[config.mk]
export PLATFORM = sky130hd
export DESIGN_NAME = rtc_evt_flags
export DESIGN_NICKNAME = d
export VERILOG_FILES = /design/src/rtl/rtc_evt_pkg.sv /design/src/rtl/rtc_edge_sync.sv /design/src/rtl/rtc_evt_regs.sv /design/src/rtl/rtc_evt_outs.sv /design/src/rtl/rtc_evt_flags.sv
export SDC_FILE = /design/constraint.sdc
export NUM_CORES = 1
export LEC_CHECK = 0
export BUFFER_PORTS_ARGS = -buffer_cell sky130_fd_sc_hd__buf_2
export CAP_MARGIN = 20
export CORE_MARGIN = 2
export CORE_UTILIZATION = 50
export CTS_BUF_LIST = sky130_fd_sc_hd__clkbuf_4 sky130_fd_sc_hd__clkbuf_8 sky130_fd_sc_hd__clkbuf_16
export DETAILED_ROUTE_END_ITERATION = 10
export PLACE_DENSITY = 0.75
export SYNTH_ARGS = -nofsm -noshare
export SYNTH_HDL_FRONTEND = slang
export SYNTH_SLANG_ARGS = --single-unit
export TNS_END_PERCENT = 20
[constraint.sdc]
create_clock -name clk -period 0.9 [get_ports clk]
set_input_delay 0.045 -clock clk [delete_from_list [all_inputs] [get_ports clk]]
set_output_delay 0.045 -clock clk [all_outputs]
set_load 0.02 [all_outputs]
[src/rtl/rtc_evt_pkg.sv]
package rtc_evt_pkg;
  localparam int REG_W = 8;

  // flag register bit positions (wake and kick share index with their enables)
  localparam int F_WAKE = 0;
  localparam int F_KICK = 1;
  localparam int F_CLR  = 2;

  // control register bit positions
  localparam int C_WIE   = 0;
  localparam int C_KIE   = 1;
  localparam int C_CLREN = 2;
  localparam int C_CIE   = 3;
  localparam int C_PFK   = 4;
  localparam int C_OSC   = 5;

  localparam logic [REG_W-1:0] CTRL_RST = 8'h20;

  typedef enum logic {
    SEL_FLAGS = 1'b0,
    SEL_CTRL  = 1'b1
  } reg_sel_e;
endpackage

[src/rtl/rtc_edge_sync.sv]
module rtc_edge_sync #(
  parameter int STAGES = 2
) (
  input  logic clk,
  input  logic rst,
  input  logic din,
  output logic fall
);
  logic [STAGES-1:0] sh_q;
  logic              prev_q;

  always_ff @(posedge clk) begin
    if (rst) begin
      sh_q   <= '1;
      prev_q <= 1'b1;
    end else begin
      sh_q   <= {sh_q[STAGES-2:0], din};
      prev_q <= sh_q[STAGES-1];
    end
  end

  assign fall = prev_q & ~sh_q[STAGES-1];
endmodule

[src/rtl/rtc_evt_regs.sv]
module rtc_evt_regs
  import rtc_evt_pkg::*;
(
  input  logic             clk,
  input  logic             rst,
  input  logic             wr_en,
  input  logic             wr_sel,
  input  logic [REG_W-1:0] wr_data,
  input  logic             wake_set,
  input  logic             kick_fall,
  input  logic             clr_fall,
  input  logic             vcc_ok,
  output logic [REG_W-1:0] flags_q,
  output logic [REG_W-1:0] ctrl_q
);
  logic [REG_W-1:0] flags_d, ctrl_d;
  logic             vcc_q;
  logic             pwr_up;

  assign pwr_up = vcc_ok & ~vcc_q;

  always_comb begin
    flags_d = flags_q;
    if (wr_en && wr_sel == SEL_FLAGS) flags_d = wr_data;
    // hardware events dominate a same-cycle software clear
    if (wake_set)                      flags_d[F_WAKE] = 1'b1;
    if (kick_fall)                     flags_d[F_KICK] = 1'b1;
    if (clr_fall && ctrl_q[C_CLREN])   flags_d[F_CLR]  = 1'b1;
  end

  always_comb begin
    ctrl_d = ctrl_q;
    if (wr_en && wr_sel == SEL_CTRL) ctrl_d = wr_data;
    if (pwr_up)                      ctrl_d[C_OSC] = 1'b1;
  end

  always_ff @(posedge clk) begin
    if (rst) begin
      flags_q <= '0;
      ctrl_q  <= CTRL_RST;
      vcc_q   <= 1'b0;
    end else begin
      flags_q <= flags_d;
      ctrl_q  <= ctrl_d;
      vcc_q   <= vcc_ok;
    end
  end
endmodule

[src/rtl/rtc_evt_outs.sv]
module rtc_evt_outs
  import rtc_evt_pkg::*;
#(
  parameter int N_WAKE_SRC = 2
) (
  input  logic             clk,
  input  logic             rst,
  input  logic [REG_W-1:0] flags_q,
  input  logic [REG_W-1:0] ctrl_q,
  input  logic             vcc_ok,
  output logic             irq_n,
  output logic             pwr_n,
  output logic             pwr_oe
);
  logic [N_WAKE_SRC-1:0] src;
  logic                  wake_req, clr_req, irq_req;

  // wake-type sources: flag i is gated by control bit i
  for (genvar i = 0; i < N_WAKE_SRC; i++) begin : g_src
    assign src[i] = flags_q[i] & ctrl_q[i];
  end

  assign wake_req = |src;
  assign clr_req  = flags_q[F_CLR] & ctrl_q[C_CIE];
  assign irq_req  = vcc_ok & (wake_req | clr_req);

  always_ff @(posedge clk) begin
    if (rst) begin
      irq_n  <= 1'b1;
      pwr_n  <= 1'b1;
      pwr_oe <= 1'b1;
    end else begin
      irq_n  <= ~irq_req;
      pwr_n  <= ~wake_req;
      pwr_oe <= vcc_ok | ctrl_q[C_PFK];
    end
  end
endmodule

[src/rtl/rtc_evt_flags.sv]
module rtc_evt_flags
  import rtc_evt_pkg::*;
#(
  parameter int SYNC_STAGES = 2
) (
  input  logic             clk,
  input  logic             rst,
  input  logic             wr_en,
  input  logic             wr_sel,
  input  logic [REG_W-1:0] wr_data,
  input  logic             rd_sel,
  output logic [REG_W-1:0] rd_data,
  input  logic             wake_evt,
  input  logic             kick_n,
  input  logic             clr_n,
  input  logic             vcc_ok,
  output logic             irq_n,
  output logic             pwr_n,
  output logic             pwr_oe
);
  logic [REG_W-1:0] flags_q, ctrl_q;
  logic             kick_fall, clr_fall;

  rtc_edge_sync #(.STAGES(SYNC_STAGES)) u_kick_sync (
    .clk(clk), .rst(rst), .din(kick_n), .fall(kick_fall)
  );

  rtc_edge_sync #(.STAGES(SYNC_STAGES)) u_clr_sync (
    .clk(clk), .rst(rst), .din(clr_n), .fall(clr_fall)
  );

  rtc_evt_regs u_regs (
    .clk(clk), .rst(rst), .wr_en(wr_en), .wr_sel(wr_sel), .wr_data(wr_data),
    .wake_set(wake_evt), .kick_fall(kick_fall), .clr_fall(clr_fall),
    .vcc_ok(vcc_ok), .flags_q(flags_q), .ctrl_q(ctrl_q)
  );

  rtc_evt_outs #(.N_WAKE_SRC(2)) u_outs (
    .clk(clk), .rst(rst), .flags_q(flags_q), .ctrl_q(ctrl_q),
    .vcc_ok(vcc_ok), .irq_n(irq_n), .pwr_n(pwr_n), .pwr_oe(pwr_oe)
  );

  always_ff @(posedge clk) begin
    if (rst) rd_data <= '0;
    else     rd_data <= (rd_sel == SEL_CTRL) ? ctrl_q : flags_q;
  end
endmodule

# --- Word level (Yosys, flattened, before mapping) ---
# Cells that the tools add are included.
classes:
  n_reduce_logical: 8
  bitwise_logic: 15
  mux: 5
op_table:
  columns: ["op", "count"]
  rows:
  - ["8-bit two-way mux", 1]
  - ["1-bit bitwise AND", 7]
  - ["1-bit inverter", 6]
  - ["2-bit nonzero test", 3]
  - ["2-bit OR reduction", 2]
  - ["1-bit logical AND", 3]
  - ["1-bit two-way mux", 3]
  - ["3-bit two-way mux", 1]
  - ["1-bit OR", 2]
word_totals:
  register_bits: 34
  out_inout_bits: 11
  in_bits: 17
  wordCells: 43

# --- Logic depth before layout (Yosys ltp) ---
depth:
  depth_word: 5
  ltp_mapped: 5
  ltp_nobuf: 3

# --- Cells and area by module ---
# From an unflattened synthesis, not the netlist that was laid out.
hier_totals:
  hier_cells: 127
  area_unflattened_um2: 1217.4
modules_own_cells:
  columns: ["module", "area_per_inst_um2", "instances", "seq_area_each_um2", "cells_each"]
  rows:
  - ["rtc_evt_regs", 665.6, 1, 340.3, 78]
  - ["rtc_evt_flags", 285.3, 1, 160.2, 26]
  - ["rtc_edge_sync", 85.1, 2, 60.1, 7]
  - ["rtc_evt_outs", 96.3, 1, 60.1, 9]

# --- Least setup slack after synthesis ---
# No wires, ideal clock.
synth_path:
  kind: "register to register"
  from: "register u_regs.flags_q[1]"
  to: "register u_outs.pwr_n"
  slack_ns: 0.108
  synth_period_minus_slack_ns: 0.792
  t_required_ns: 0.777
  stages_incl_launch_ff: 3
  t_arrival_ns: 0.668
  setup_time_ns: 0.123
  n_path_buf: 0
  path_cell_list: "dfxtp_1 -> a22oi_1 -> or2_2"
synth_between:
  elab_chain_cells: 3
synth_lines:
  columns: ["element", "line", "text"]
  rows:
  - ["start: declaration", "rtc_evt_regs.sv:13", "output logic [REG_W-1:0] flags_q,"]
  - ["start signal: assignment", "rtc_evt_regs.sv:43", "flags_q <= flags_d;"]
  - ["1-bit bitwise AND", "rtc_evt_outs.sv:20", "assign src[i] = flags_q[i] & ctrl_q[i];"]
  - ["2-bit OR reduction", "rtc_evt_outs.sv:23", "assign wake_req = |src;"]
  - ["1-bit inverter", "rtc_evt_outs.sv:34", "pwr_n <= ~wake_req;"]
  - ["end signal: assignment", "rtc_evt_outs.sv:34", null]
  - ["end: declaration", "rtc_evt_outs.sv:12", "output logic pwr_n,"]
# No other way between the ends.
# A chain may end at the register's enable or synchronous reset.

# --- Worst setup path after layout ---
layout_path:
  from: "register rd_data[0]"
  to: "output rd_data[0]"
layout_rtl:
  columns: ["element", "line", "text"]
  rows:
  - ["start: declaration", "rtc_evt_flags.sv:12", "output logic [REG_W-1:0] rd_data,"]
  - ["start signal: assignment", "rtc_evt_flags.sv:45", "else rd_data <= (rd_sel == SEL_CTRL) ? ctrl_q : flags_q;"]
# No word-level cell between the ends.

==> reports/metrics.cfg <==
[floorplanning]
core_mm2 = 0.00221
io-pin-count = 28
die_h_um = 52.3
initial_core_util_pct = 52.7
die_w_um = 52.3
dieArea_mm2 = 0.00273
rows = 17

[final_layout]
drive_gt1_share_pct = 28.4
final_util_pct = 69.1
syn_to_final_growth_pct = 31.1
design_area_mm2 = 0.00153
diodes = 0
final_cell_mix = dfxtp_1, nand2_1, buf_2
fin_nets = 185
final_common_cell = dfxtp_1

[global_routing]
grt_pass1_wl_mm = 3.97
gr-total-overflow = 0
first_global_vias = 929
grt_use_total_pct = 21.2
grt_max_degree = 22
grt_antenna_before_repair = 0

[placement]
dpl_cell_area_mm2 = 0.00133
port_buffers = 27
dp_hpwl_mm = 1.58
gp_congestion = 0.803

[clocking]
clk_pin_slew_ns = 0.09
htreeDepth = 2
cts_tree = built
clockBufferDepth = 2
cts_buffers = 5
clk_latency_ns = 0.34
cts-root-buf = clkbuf_4
numClockSinks = 34

[worst_setup_path]
slowest_stage = dfxtp_1
crit_type = reg -> out
crit_arrival_ns = 0.81
crit_family = flip-flops
critical_path_buf_inv_count = 1
cp-end-kind = output port
startpoint_type = register
crit_required_ns = 0.85
cp_max_fo = 1
slowest_delay_ns = 0.32
crit_chain = buf_2

[power_and_ir_drop]
finalPower_w = 0.00280
p_leak_nw = 0.667
p_per_area_mw_per_mm2 = 1830
p_seq_share_pct = 57.2
p_comb_share_pct = 10.8
intPower_w = 0.00213
swShare_pct = 24.0
p_sw_w = 0.000672
ir_worst_vdd_v = 0.00159
p_clk_share_pct = 32.0

[logic_synthesis]
ys_seq_area_share_pct = 58.4
synth.avg_cell_area_um2 = 9.24
syn_area_mm2 = 0.00116
yosysWarnings = 0
synth_cell_types = 19
synth_cells = 126
ys_ff_latch = 34
synth_fp_nets = 143

[routing]
dr_total_vias = 984
wl_met2_mm = 1.20
drt_iter0_markers = 16
wl_per_cell_um = 12.1
wl_met3_um = 191
drcViolationCount = 0
drt-pass1-iter-count = 4
wl_met1_um = 944
wl_mm = 2.39
top_layer = met4
ant_nets = 0
via_per_inst = 4.99

[timing]
skew_ns = 0.00925
tns_ns = 0
hold_viol_final = 0
post-route-min-period_ns = 0.855
period_share_pct = 95.0
max_freq_mhz = 1170
slew_headroom_pct = 75.6
setup_viol_count_final = 0
slew_violations = 0
tightest_slew_ns = 0.366
rsz0062_at_grt = no

[job]
drv_cap = 0

[min_path]
worstHoldPathType = in -> reg

[outcome]
status = completed

-- cell type report --
cell class | count | area [um2]
fill | 191 | 684
inverter | 1 | 3.75
clock inverter | 1 | 5.00
sequential | 34 | 683
multi-input combinational | 83 | 437
tap | 28 | 35.0
clock buffer | 7 | 58.8
timing repair buffer | 43 | 305
-- final timing paths --
path                                   from                            end  slack, ns  cells after the start
max                   rd_data[0]$_SDFF_PP0_                     rd_data[0]       0.05                      1
min                                  wr_sel  u_regs.ctrl_q[0]$_SDFFE_PP0P_       0.01                      3
max reg2reg  u_regs.flags_q[1]$_SDFFE_PP0P_        u_outs.pwr_n$_SDFF_PP1_       0.07                      2
min reg2reg   u_clr_sync.sh_q[0]$_SDFF_PP1_  u_clr_sync.sh_q[1]$_SDFF_PP1_       0.41                      1
-- logic make-up (layout without fill, tap and decap cells) --
kind of cell / after synthesis / in the layout / synth area share [%]
AO/OA/AOI/OAI: 16 / 16 / 7.30
buffers and inverters: 9 / 52 / 4.08
flip-flops: 34 / 34 / 58.4
multiplexers: 8 / 8 / 6.87
AND/OR/NAND/NOR: 59 / 59 / 23.3
-- metal layers --
metal,global-route usage (%),vias to the layer above
met1,24.1,442
met2,34.4,37
met5,0,-
li1,-,497
met3,8.57,8
met4,10.3,0
-- power groups by stage --
| stage | logic, W | registers, W | clock network [W] |
|---|---|---|---|
| after floorplan | 0.000140 | 0.00165 | 0 |
| after global placement | 0.000251 | 0.00164 | 0 |
| after detailed placement | 0.000258 | 0.00164 | 0 |
| after CTS | 0.000299 | 0.00160 | 0.000915 |
| after global routing | 0.000335 | 0.00161 | 0.000984 |
| final | 0.000303 | 0.00160 | 0.000897 |
-- stage by stage --
stage | hold slack [ns] | setup slack, ns | cells
after detailed placement | 0.229 | 0.0648 | 177
final | 0.0139 | 0.0450 | 197
after global routing | 0.0199 | 0.00145 | 197
after CTS | 0.00495 | 0.0118 | 197
after floorplan | 0.128 | 0.108 | 126
after global placement | 0.228 | 0.0696 | 177
-- timing repair --
item | 4_1_cts | 5_1_grt
hold buffers | 12 | 0
setup endpoints to repair | 0 | 4
buffers inserted | 0 | 0
endpoints found under the hold margin | 20 | 0
resized for setup | 0 | 5
-- state kept, by name, indices dropped and copies added, names as in the netlist --
signal and count:
u_kick_sync.sh_q 2, u_regs.ctrl_q 8, u_clr_sync.prev_q 1, u_clr_sync.sh_q 2
u_outs.pwr_oe 1, u_regs.flags_q 8, rd_data 8, u_outs.pwr_n 1
u_outs.irq_n 1, u_kick_sync.prev_q 1, u_regs.vcc_q 1
-- cell usage after synthesis --
| master | number | share of area [%] |
|---|---|---|
| inv_1 | 1 | 0.32 |
| a21oi_1 | 13 | 5.6 |
| a31oi_1 | 2 | 1.1 |
| buf_4 | 3 | 1.9 |
| buf_2 | 2 | 0.86 |
| or2_2 | 7 | 3.8 |
| nand2_1 | 26 | 8.4 |
| or3_1 | 1 | 0.54 |
| nand3b_1 | 1 | 0.64 |
| nand2b_1 | 2 | 1.1 |
| mux2i_1 | 8 | 6.9 |
| a22oi_1 | 1 | 0.64 |
| nand3_1 | 9 | 3.9 |
| nor2_1 | 8 | 2.6 |
| clkbuf_1 | 3 | 0.97 |
| nor2b_1 | 1 | 0.54 |
| dfxtp_1 | 34 | 58 |
| and2b_1 | 1 | 0.64 |
| nor3_1 | 3 | 1.3 |
Power figures use the tool's default switching activity.
